[src/rtl/bls_pkg.sv]
package bls_pkg;

   typedef enum logic [1:0] {
      ST_IDLE   = 2'd0,
      ST_FIRST  = 2'd1,
      ST_SECOND = 2'd2
   } bls_state_e;

   typedef struct packed {
      logic wr;
      logic word;
   } bls_kind_t;

endpackage

[src/rtl/bls_wr_steer.sv]
module bls_wr_steer #(
   parameter int LANE_W = 8,
   localparam int DATA_W = 2 * LANE_W
) (
   input  logic              active,
   input  logic              second,
   input  logic              word,
   input  logic              odd,
   input  logic              is_write,
   input  logic [DATA_W-1:0] src,
   output logic [1:0]        be,
   output logic [DATA_W-1:0] lane_data
);

   logic full_word;
   logic take_hi;

   assign full_word = word & ~odd & ~second;
   assign take_hi   = second;

   always_comb begin
      if (!active)        be = 2'b00;
      else if (second)    be = 2'b01;
      else if (full_word) be = 2'b11;
      else if (odd)       be = 2'b10;
      else                be = 2'b01;
   end

   for (genvar g = 0; g < 2; g++) begin : g_lane
      logic [LANE_W-1:0] pick;
      assign pick = full_word ? src[g*LANE_W +: LANE_W]
                  : (take_hi ? src[LANE_W +: LANE_W] : src[0 +: LANE_W]);
      assign lane_data[g*LANE_W +: LANE_W] =
         (be[g] && is_write) ? pick : '0;
   end

endmodule

[src/rtl/bls_rd_merge.sv]
module bls_rd_merge #(
   parameter int LANE_W = 8,
   localparam int DATA_W = 2 * LANE_W
) (
   input  logic              clk,
   input  logic              rst_n,
   input  logic              grab_lo,
   input  logic              finish,
   input  logic              is_read,
   input  logic              word,
   input  logic              odd,
   input  logic              second,
   input  logic [DATA_W-1:0] bus_rdata,
   output logic [DATA_W-1:0] rdata
);

   logic [LANE_W-1:0] lo_q;
   logic [DATA_W-1:0] merged;

   always_comb begin
      if (second)
         merged = {bus_rdata[0 +: LANE_W], lo_q};
      else if (word)
         merged = bus_rdata;
      else if (odd)
         merged = {{LANE_W{1'b0}}, bus_rdata[LANE_W +: LANE_W]};
      else
         merged = {{LANE_W{1'b0}}, bus_rdata[0 +: LANE_W]};
   end

   always_ff @(posedge clk) begin
      if (!rst_n) begin
         lo_q  <= '0;
         rdata <= '0;
      end else begin
         if (grab_lo)
            lo_q <= bus_rdata[LANE_W +: LANE_W];
         if (finish && is_read)
            rdata <= merged;
      end
   end

endmodule

[src/rtl/bytelane_seq.sv]
module bytelane_seq
   import bls_pkg::*;
#(
   parameter int ADDR_W = 20,
   parameter int LANE_W = 8,
   localparam int DATA_W = 2 * LANE_W
) (
   input  logic              clk,
   input  logic              rst_n,
   input  logic              req_valid,
   input  logic              req_write,
   input  logic              req_word,
   input  logic [ADDR_W-1:0] req_addr,
   input  logic [DATA_W-1:0] req_wdata,
   output logic              done,
   output logic [DATA_W-1:0] rdata,
   output logic              bus_cyc,
   output logic              bus_wr,
   output logic [ADDR_W-1:0] bus_addr,
   output logic [1:0]        bus_be,
   output logic [DATA_W-1:0] bus_wdata,
   input  logic              bus_ready,
   input  logic [DATA_W-1:0] bus_rdata
);

   if (ADDR_W < 2) begin : g_bad_addr
      $error("bytelane_seq: ADDR_W must be at least 2");
   end
   if (LANE_W < 1) begin : g_bad_lane
      $error("bytelane_seq: LANE_W must be positive");
   end

   bls_state_e        state_q, state_d;
   bls_kind_t         kind_q;
   logic [ADDR_W-1:0] addr_q;
   logic [DATA_W-1:0] wdata_q;
   logic              done_q;

   logic accept, odd, split, second, grab_lo, finish;

   assign accept  = (state_q == ST_IDLE) && req_valid;
   assign odd     = addr_q[0];
   assign split   = kind_q.word & odd;
   assign second  = (state_q == ST_SECOND);
   assign grab_lo = (state_q == ST_FIRST) && bus_ready && split;
   assign finish  = bus_ready &&
                    (((state_q == ST_FIRST) && !split) || second);

   always_comb begin
      state_d = state_q;
      case (state_q)
         ST_IDLE:   if (accept)  state_d = ST_FIRST;
         ST_FIRST:  if (grab_lo) state_d = ST_SECOND;
                    else if (finish) state_d = ST_IDLE;
         ST_SECOND: if (finish)  state_d = ST_IDLE;
         default:   state_d = ST_IDLE;
      endcase
   end

   always_ff @(posedge clk) begin
      if (!rst_n) begin
         state_q <= ST_IDLE;
         kind_q  <= '0;
         addr_q  <= '0;
         wdata_q <= '0;
         done_q  <= 1'b0;
      end else begin
         state_q <= state_d;
         done_q  <= finish;
         if (accept) begin
            kind_q.wr   <= req_write;
            kind_q.word <= req_word;
            addr_q      <= req_addr;
            wdata_q     <= req_wdata;
         end
      end
   end

   assign bus_cyc  = (state_q != ST_IDLE);
   assign bus_wr   = bus_cyc & kind_q.wr;
   assign bus_addr = second ? addr_q + ADDR_W'(1) : addr_q;
   assign done     = done_q;

   bls_wr_steer #(.LANE_W(LANE_W)) u_steer (
      .active    (bus_cyc),
      .second    (second),
      .word      (kind_q.word),
      .odd       (odd),
      .is_write  (kind_q.wr),
      .src       (wdata_q),
      .be        (bus_be),
      .lane_data (bus_wdata)
   );

   bls_rd_merge #(.LANE_W(LANE_W)) u_merge (
      .clk       (clk),
      .rst_n     (rst_n),
      .grab_lo   (grab_lo),
      .finish    (finish),
      .is_read   (~kind_q.wr),
      .word      (kind_q.word),
      .odd       (odd),
      .second    (second),
      .bus_rdata (bus_rdata),
      .rdata     (rdata)
   );

endmodule

[config.mk]
export PLATFORM = sky130hd
export DESIGN_NAME = bytelane_seq
export DESIGN_NICKNAME = d
export VERILOG_FILES = /design/src/rtl/bls_pkg.sv /design/src/rtl/bls_wr_steer.sv /design/src/rtl/bls_rd_merge.sv /design/src/rtl/bytelane_seq.sv
export SDC_FILE = /design/constraint.sdc
export NUM_CORES = 1
export LEC_CHECK = 0
export BUFFER_PORTS_ARGS = -buffer_cell sky130_fd_sc_hd__clkbuf_2
export CAP_MARGIN = 20
export CORE_ASPECT_RATIO = 0.8
export CORE_MARGIN = 4
export CORE_UTILIZATION = 51
export CTS_CLUSTER_DIAMETER = 120
export DETAILED_ROUTE_END_ITERATION = 16
export PLACE_DENSITY_LB_ADDON = 0.2
export SLEW_MARGIN = 20
export SYNTH_ARGS = -nofsm -noshare
export SYNTH_HDL_FRONTEND = slang
export SYNTH_HIERARCHICAL = 1
export SYNTH_SLANG_ARGS = --single-unit
[constraint.sdc]
create_clock -name clk -period 2 [get_ports clk]
set_input_delay 0.2 -clock clk [delete_from_list [all_inputs] [get_ports clk]]
set_output_delay 0.2 -clock clk [all_outputs]
set_load 0.1 [all_outputs]
==> results of run 1 <==
## flip-flops by register name, indices dropped and copies added, names as in the netlist
register / count
kind_q: 2
u_merge/lo_q: 8
u_merge/rdata: 16
addr_q: 20
state_q: 2
wdata_q: 16
done: 1
## synth_stat cells, drive strengths merged
library cell / n / area share (%)
o21ai: 24 / 3.4
o2111ai: 1 / 0.25
nor3b: 2 / 0.42
a21oi: 9 / 1.3
dfxtp: 65 / 37
nor2: 27 / 2.9
clkbuf: 8 / 0.85
or2b: 4 / 0.85
xnor2: 6 / 1.5
or3b: 8 / 2.0
and2: 5 / 0.88
o21a: 1 / 0.21
a211oi: 8 / 2.8
o211a: 1 / 0.28
nand4b: 1 / 0.25
inv: 7 / 0.74
nand2: 88 / 9.3
o211ai: 1 / 0.21
nor3: 4 / 0.85
and3b: 8 / 2.3
and3: 1 / 0.18
and4: 2 / 0.56
a21boi: 39 / 8.3
nand3: 18 / 2.5
nand2b: 5 / 0.88
buf: 19 / 4.0
and4b: 1 / 0.32
a221oi: 8 / 2.3
nor2b: 11 / 2.0
mux2: 1 / 0.32
xor2: 13 / 3.2
ha: 1 / 0.35
mux2i: 17 / 4.8
nand4: 7 / 1.8
nor4: 1 / 0.35
and2b: 1 / 0.21
## placed cells by master (no fill, tap or decap), types with 3 or more instances in the layout
cell type | synthesis | routed
sky130_fd_sc_hd__a211oi_2 | 8 | 8
sky130_fd_sc_hd__a21boi_0 | 39 | 38
sky130_fd_sc_hd__a21oi_4 | 0 | 8
sky130_fd_sc_hd__a221oi_2 | 2 | 6
sky130_fd_sc_hd__and2_4 | 0 | 3
sky130_fd_sc_hd__and3b_2 | 8 | 8
sky130_fd_sc_hd__buf_12 | 0 | 42
sky130_fd_sc_hd__buf_4 | 6 | 42
sky130_fd_sc_hd__buf_6 | 5 | 12
sky130_fd_sc_hd__clkbuf_2 | 0 | 75
sky130_fd_sc_hd__clkbuf_8 | 0 | 9
sky130_fd_sc_hd__dfxtp_1 | 65 | 54
sky130_fd_sc_hd__dfxtp_2 | 0 | 6
sky130_fd_sc_hd__dfxtp_4 | 0 | 5
sky130_fd_sc_hd__inv_1 | 7 | 5
sky130_fd_sc_hd__mux2i_1 | 17 | 11
sky130_fd_sc_hd__mux2i_4 | 0 | 4
sky130_fd_sc_hd__nand2_1 | 88 | 85
sky130_fd_sc_hd__nand2_4 | 0 | 3
sky130_fd_sc_hd__nand2b_1 | 5 | 5
sky130_fd_sc_hd__nand3_1 | 18 | 17
sky130_fd_sc_hd__nand4_1 | 5 | 5
sky130_fd_sc_hd__nor2_1 | 27 | 9
sky130_fd_sc_hd__nor2_4 | 0 | 16
sky130_fd_sc_hd__nor2b_1 | 10 | 9
sky130_fd_sc_hd__nor3_4 | 0 | 4
sky130_fd_sc_hd__o21ai_0 | 16 | 9
sky130_fd_sc_hd__o21ai_1 | 8 | 13
sky130_fd_sc_hd__or2b_1 | 4 | 4
sky130_fd_sc_hd__or3b_4 | 0 | 8
sky130_fd_sc_hd__xnor2_4 | 0 | 4
sky130_fd_sc_hd__xor2_4 | 0 | 12
## logic make-up after synthesis
logic type                 after synthesis  share of synthesized area (%)
AOI/OAI and AO/OA                       92                          19.02
muxes                                   18                          5.116
DFF                                     65                          36.70
and+or+nand+nor                        194                          28.55
buffers and inverters                   34                          5.575
xor gates and xnor gates                19                          4.693
adders and majority gates                1                         0.3528
## critical path, cell delays in order (launching register included)
cell,delay [ps]
sky130_fd_sc_hd__dfxtp_4,350
sky130_fd_sc_hd__buf_4,140
sky130_fd_sc_hd__buf_6,110
sky130_fd_sc_hd__nor2b_4,210
sky130_fd_sc_hd__and3_4,250
sky130_fd_sc_hd__nand4_1,230
sky130_fd_sc_hd__xnor2_4,250
sky130_fd_sc_hd__buf_12,200
## worst max path at each step
stage	end	slack (ps)	cells past startpoint
after floorplan	bus_wdata[1]	-370	4
after global placement	bus_addr[16]	140	5
after detailed placement	u_merge/rdata[4]	70	7
after CTS	bus_addr[19]	-210	6
after global routing	bus_addr[6]	-370	7
final	bus_addr[6]	-310	7
## final cells by class
type | count | area, sq um
multi-input cells | 325 | 2875
repair buffers | 175 | 1749
flip-flops and latches | 65 | 1328
fillers | 150 | 256.5
clock buffers | 13 | 181.4
well taps | 84 | 105.1
clock inverters | 3 | 43.79
inverters | 7 | 32.53
## metal layers
metal / GRT usage [%] / routed length (microns) / up-vias
li1: - / - / 1771
met1: 43.53 / 6220 / 2174
met2: 63.77 / 8718 / 539
met3: 11.59 / 2298 / 195
met4: 23.64 / 1665 / 0
met5: 0 / 0 / -
## stage by stage
step                      util [%]  cell area (sq um)  setup TNS (ps)  total power, uW
after global placement       82.83               5443               0             2327
after global routing         96.10               6315           -8902             3902
after floorplan                  -               4113           -3384             2043
final                        96.10               6315           -7418             3837
after detailed placement     82.83               5443               0             2350
after CTS                    93.15               6121           -3853             3628
## where the power goes
part / switching, uW / total [uW] / internal (uW)
combinational: 712 / 1070 / 363
clock: 609 / 1340 / 730
sequential: 68.0 / 1420 / 1350
total: 1390 / 3840 / 2450
## repair_timing
action | in CTS | in global routing
resized for setup | 59 | 37
pin swaps | 26 | 24
cloned | 3 | 1
endpoints found under the setup margin | 30 | 72
setup buffers | 22 | 8
==> qor.log, run 1 <==
[run_status] result of the run finished, violations left
[run_status] failing checks negative setup slack
[placement] Cell Count Post-Placement 624
[timing] worst slew margin relative to its limit 57.59%
[floorplanning] width of the chip 101.2 microns
[floorplanning] overall die height 82.58 microns
[floorplanning] placeable core region 0.006571 sq mm
[setup_path] register-to-register setup slack -240 ps
[setup_path] Critical Path End Type output pin
[floorplanning] Die Area 0.008359 sq mm
[floorplanning] ports placed on the boundary 115
[global_routing] overall track demand over capacity in global routing 38.35%
[global_routing] initial antenna violation count 0
[floorplanning] initial cell density of the core 53.96%
[timing] final period utilization 115.3%
[clock_network] clock transition at the registers of the reported paths 80 ps
[timing] total count of max-transition violations in the final report 0
[drt] drt pass-1 iters 7
[pwr] Cell Pwr Density 607.6 mW/mm^2
[worst_hold_path] Min-Delay Endpoint wdata_q[9]
[drt] first-iteration detailed-routing DRC count 528
[clock_network] latest clock arrival within the worst-skew pair 360 ps
[clock_network] sink count of the clock tree 65
[timing] RSZ-0062 raised after global routing yes
[timing] Clock Skews 7.484 ps
[clock_network] CTS root buf sky130_fd_sc_hd__clkbuf_8
[placement] Post-Place Setup Slack 68.26 ps
[setup_path] arrival time reported for the critical path endpoint 2110 ps
[synth] netlist area before placement 0.003546 sq mm
[drt] average routed wire per standard cell 28.13 microns
[pwr] P_leak 0.002589 uW
[drt] routed vias/inst 6.963
[final_layout] post-route non-filler standard cell count 672
[synth] number of different library cells in the post-synthesis netlist 46
[setup_path] source of the worst register-to-register timing path state_q[0]
[setup_path] critical-path maximum fanout 5
[setup_path] destination of the worst register-to-register timing path kind_q[1]
[worst_hold_path] path category of the worst min-delay check input pin to register
[final_layout] final layout net count 642
[clock_network] total CTS buffers 9
[setup_path] launching instance or port of the critical path state_q[0]
[setup_path] kind of start point of the critical path register
[worst_hold_path] Hold Path Stages 3
[drt] vias post-DR 4679
[global_routing] total congestion overflow after global routing 0
[setup_path] crit path kind register to output pin
[global_routing] first-pass GRT wire length 23960 microns
[final_layout] fraction of layout instances using a drive strength above 1 53.23%
[synth] flops & latches, synth 65
[synth] Yosys warning total 6
[clock_network] H-Tree Depth 3
[run] max-cap violation count 0
[setup_path] worst-case reg-to-reg path depth 7
[final_layout] Inserted Diodes 0
[setup_path] required time at the worst-slack endpoint 1800 ps
[pwr] Worst VDD drop 0.5835 mV
[synth] post-synthesis instance total 423
[final_layout] Area Overhead vs Synth 78.09%
[synth] number of nets produced by synthesis 482
[clock_network] TritonCTS clock tree built
[clock_network] maximum clock insertion buffer count 2
[synth] share of synthesized area occupied by flip-flops and latches 36.70%
[timing] PnR worst setup slack -305.0 ps
[timing] final setup vio count 53
[global_routing] vias in the first global route 4391
[drt] Detail Route Antenna Nets 0
[global_routing] largest net degree at the start of global routing 49
[placement] number of buffer cells added on primary ports 114
[drt] DRT Wirelength 18900 microns
[synth] average footprint of a synthesized cell 8.383 sq um
[placement] DP Wirelength 8113 microns
[floorplanning] row count 26
[timing] transition time at the pin with the least slew margin 636.2 ps
[timing] worst hold slack 79.10 ps
[clock_network] count of hold-fix buffers inserted at cts 0
[timing] top achievable clock speed 433.8 MHz
[drt] DRC violations left 0
[timing] post-route minimum period 2305 ps
[placement] Final Wtd Congestion 0.8823
[timing] Hold Fails Final Rpt 0
[worst_hold_path] hold wc startpoint req_wdata[9]
Note: power is estimated with default switching activity, not from simulation.
==> run 2, diff against run 1 <==
--- a/config.mk
+++ b/config.mk
@@ -9,7 +9,7 @@
 export CAP_MARGIN = 20
 export CORE_ASPECT_RATIO = 0.8
 export CORE_MARGIN = 4
-export CORE_UTILIZATION = 51
+export CORE_UTILIZATION = 55
 export CTS_CLUSTER_DIAMETER = 120
 export DETAILED_ROUTE_END_ITERATION = 16
 export PLACE_DENSITY_LB_ADDON = 0.2
==> constraint.sdc (replaced) <==
create_clock -name clk -period 3 [get_ports clk]
set_input_delay 0.3 -clock clk [delete_from_list [all_inputs] [get_ports clk]]
set_output_delay 0.3 -clock clk [all_outputs]
set_load 0.1 [all_outputs]
==> run 2 against run 1 <==
  * The flow now finishes without violations
  * Via count shrank 29%
  * Die area shrank 6.6%
  * Global-route usage shrank 15 points
  * Clock power shrank 42%
  * Sequential share of layout area grew 9.0 points
  * Core utilization shrank 25 points
  * Register-to-register slack gained 970 ps
  * Critical path type unchanged
  * Critical endpoint is now bus_wdata[12]
  * Largest cell class unchanged
  * Largest power group unchanged
  * Highest routed layer unchanged
==> qor.log, run 2 (synthesized netlist as in run 1, its figures left out) <==
[run] max-cap violation count 0 [unchanged]
[worst_hold_path] hold wc startpoint req_wdata[2]
[setup_path] Critical Path End Type output pin
[timing] worst slew margin relative to its limit 32.06% [-26 points]
[pwr] Cell Pwr Density 503.4 mW/mm^2 [-17%]
[timing] final setup vio count 0 [-100%]
[clock_network] Setup Buffers After CTS 0 [-100%]
[placement] number of buffer cells added on primary ports 114 [unchanged]
[global_routing] largest net degree at the start of global routing 48 [-2.0%]
[floorplanning] width of the chip 97.77 microns [-3.4%]
[timing] Total Neg Setup Slack 0 ps [+7418 ps]
[global_routing] first-pass GRT wire length 14990 microns [-37%]
[drt] DRC violations left 0 [unchanged]
[final_layout] biggest registers after layout addr_q: 20 flops, u_merge/rdata: 16 flops, wdata_q: 16 flops
[setup_path] arrival time reported for the critical path endpoint 2370 ps [+260 ps]
[timing] total count of max-transition violations in the final report 0 [unchanged]
[timing] post-route minimum period 2672 ps
[drt] routed vias/inst 5.383 [-23%]
[drt] vias post-DR 3305 [-29%]
[pwr] sequential share of power 43.3% [+6.2 points]
[drt] Detail Route Antenna Nets 0 [unchanged]
[pwr] Gate power share 21.2% [-6.8 points]
[placement] DP Wirelength 6464 microns [-20%]
[setup_path] launching instance or port of the critical path addr_q[0]
[setup_path] worst-path cell with the longest stage delay sky130_fd_sc_hd__clkbuf_2
[final_layout] largest reg by FF count addr_q
[final_layout] Finished Core Util 71.51% [-25 points]
[final_layout] Area Overhead vs Synth 22.37%
[setup_path] crit path kind register to output pin
[global_routing] initial antenna violation count 0 [unchanged]
[final_layout] commonest cells after routing, fill and taps aside 114 x sky130_fd_sc_hd__clkbuf_2, 88 x sky130_fd_sc_hd__nand2_1, 65 x sky130_fd_sc_hd__dfxtp_1
[placement] Final Wtd Congestion 0.8248 [-6.5%]
[timing] top achievable clock speed 374.2 MHz
[clock_network] total CTS buffers 9 [unchanged]
[timing] Clock Skews 8.418 ps [+0.9342 ps]
[floorplanning] Die Area 0.007804 sq mm [-6.6%]
[setup_path] required time at the worst-slack endpoint 2700 ps [+900 ps]
[setup_path] kind of start point of the critical path register
[clock_network] latest clock arrival within the worst-skew pair 340 ps [-20 ps]
[drt] DRT Wirelength 8981 microns [-52%]
[final_layout] Inserted Diodes 0 [unchanged]
[timing] final period utilization 89.07%
[setup_path] source of the worst register-to-register timing path state_q[1]
[timing] RSZ-0062 raised after global routing no
[worst_hold_path] path category of the worst min-delay check input pin to register
[drt] drt pass-1 iters 4 [-3]
[final_layout] most common cell after layout, fill and taps aside sky130_fd_sc_hd__clkbuf_2
[setup_path] cells along the critical path buf_4 -> nor2b_2 -> o21ai_0 -> a21oi_1 -> clkbuf_2
[clock_network] CTS resizes 0 [-100%]
[global_routing] total congestion overflow after global routing 0 [unchanged]
[clock_network] TritonCTS clock tree built
[final_layout] final layout net count 587 [-8.6%]
[floorplanning] row count 25 [-3.8%]
[global_routing] vias in the first global route 3172 [-28%]
[setup_path] critical-path maximum fanout 16 [+11]
[pwr] clock network fraction of design power 35.4% [+0.5 points]
[setup_path] peak per-stage delay on the critical path 500 ps [+150 ps]
[pwr] total power 2184 uW [-43%]
[pwr] P_leak 0.001844 uW [-29%]
[pwr] Net Sw Power 711.7 uW [-49%]
[drt] first-iteration detailed-routing DRC count 193 [-63%]
[timing] transition time at the pin with the least slew margin 1015 ps [+378.5 ps]
[clock_network] H-Tree Depth 3 [unchanged]
[timing] worst hold slack 179.3 ps [+100.2 ps]
[drt] average routed wire per standard cell 14.63 microns [-48%]
[floorplanning] placeable core region 0.006068 sq mm [-7.7%]
[placement] cell area after placement 0.004131 sq mm [-24%]
[pwr] Int Power 1473 uW [-40%]
[clock_network] clock transition at the registers of the reported paths 70 ps [about the same]
[clock_network] maximum clock insertion buffer count 2 [unchanged]
[clock_network] count of hold-fix buffers inserted at cts 0 [unchanged]
[final_layout] max reg flops 20 [unchanged]
[final_layout] Design Area, Final 0.004339 sq mm [-31%]
[final_layout] fill cell count 516 [+240%]
[global_routing] overall track demand over capacity in global routing 23.66% [-15 points]
[pwr] Worst VDD drop 0.3237 mV [-45%]
[final_layout] fraction of layout instances using a drive strength above 1 32.27% [-21 points]
[pwr] net switching fraction of the power 32.58% [-3.6 points]
[timing] Hold Fails Final Rpt 0 [unchanged]
[clock_network] CTS root buf sky130_fd_sc_hd__clkbuf_8
[floorplanning] overall die height 79.82 microns [-3.3%]
[run_status] result of the run finished clean
[clock_network] sink count of the clock tree 65 [unchanged]
[floorplanning] ports placed on the boundary 115 [unchanged]
[floorplanning] initial cell density of the core 58.43% [+4.5 points]
[run 2: final timing paths]
| check | endpoint | slack (ps) | cells past startpoint |
|---|---|---|---|
| min | wdata_q[2] | 180 | 3 |
| min reg2reg | u_merge/rdata[2] | 460 | 2 |
| max | bus_wdata[12] | 330 | 5 |
| max reg2reg | u_merge/rdata[11] | 730 | 7 |
[run 2: layer usage]
| metal | up-vias | part of all wire (%) | track usage [%] |
|---|---|---|---|
| met5 | - | 0 | 0 |
| met4 | 0 | 1.3 | 6.916 |
| met1 | 1521 | 45 | 30.55 |
| li1 | 1661 | - | - |
| met2 | 113 | 46 | 37.76 |
| met3 | 10 | 8.0 | 7.948 |
[run 2: power groups by stage]
| stage | logic (uW) | registers (uW) | clock network (uW) |
|---|---|---|---|
| after floorplan | 287 | 1030 | 0 |
| after global placement | 456 | 962 | 0 |
| after detailed placement | 463 | 965 | 0 |
| after CTS | 465 | 946 | 787 |
| after global routing | 494 | 953 | 828 |
| final | 464 | 947 | 774 |
[run 2: worst max-delay path: cells and delay by family (launching register included)]
kind	cells	cell delay, ps
AOI/OAI and AO/OA	2	450
DFF	1	430
buffers and inverters	2	730
and+or+nand+nor	1	420
[run 2: area by class of cell]
class                      count  area (sq um)  area share [%]
timing repair buffer         121         623.1           14.36
clock buffer                  14         172.7           3.979
multi-input combinational    324          2079           47.92
tap                           81         101.3           2.336
inverter                       7         26.28          0.6055
sequential                    65          1301           29.99
clock inverter                 2         35.03          0.8074
[run 2: through the flow]
step                      worst slack (ps)  std cells
after detailed placement             761.9        598
after global routing                 195.3        614
after CTS                            317.1        614
after floorplan                     -389.7        423
after global placement               766.5        598
final                                327.8        614
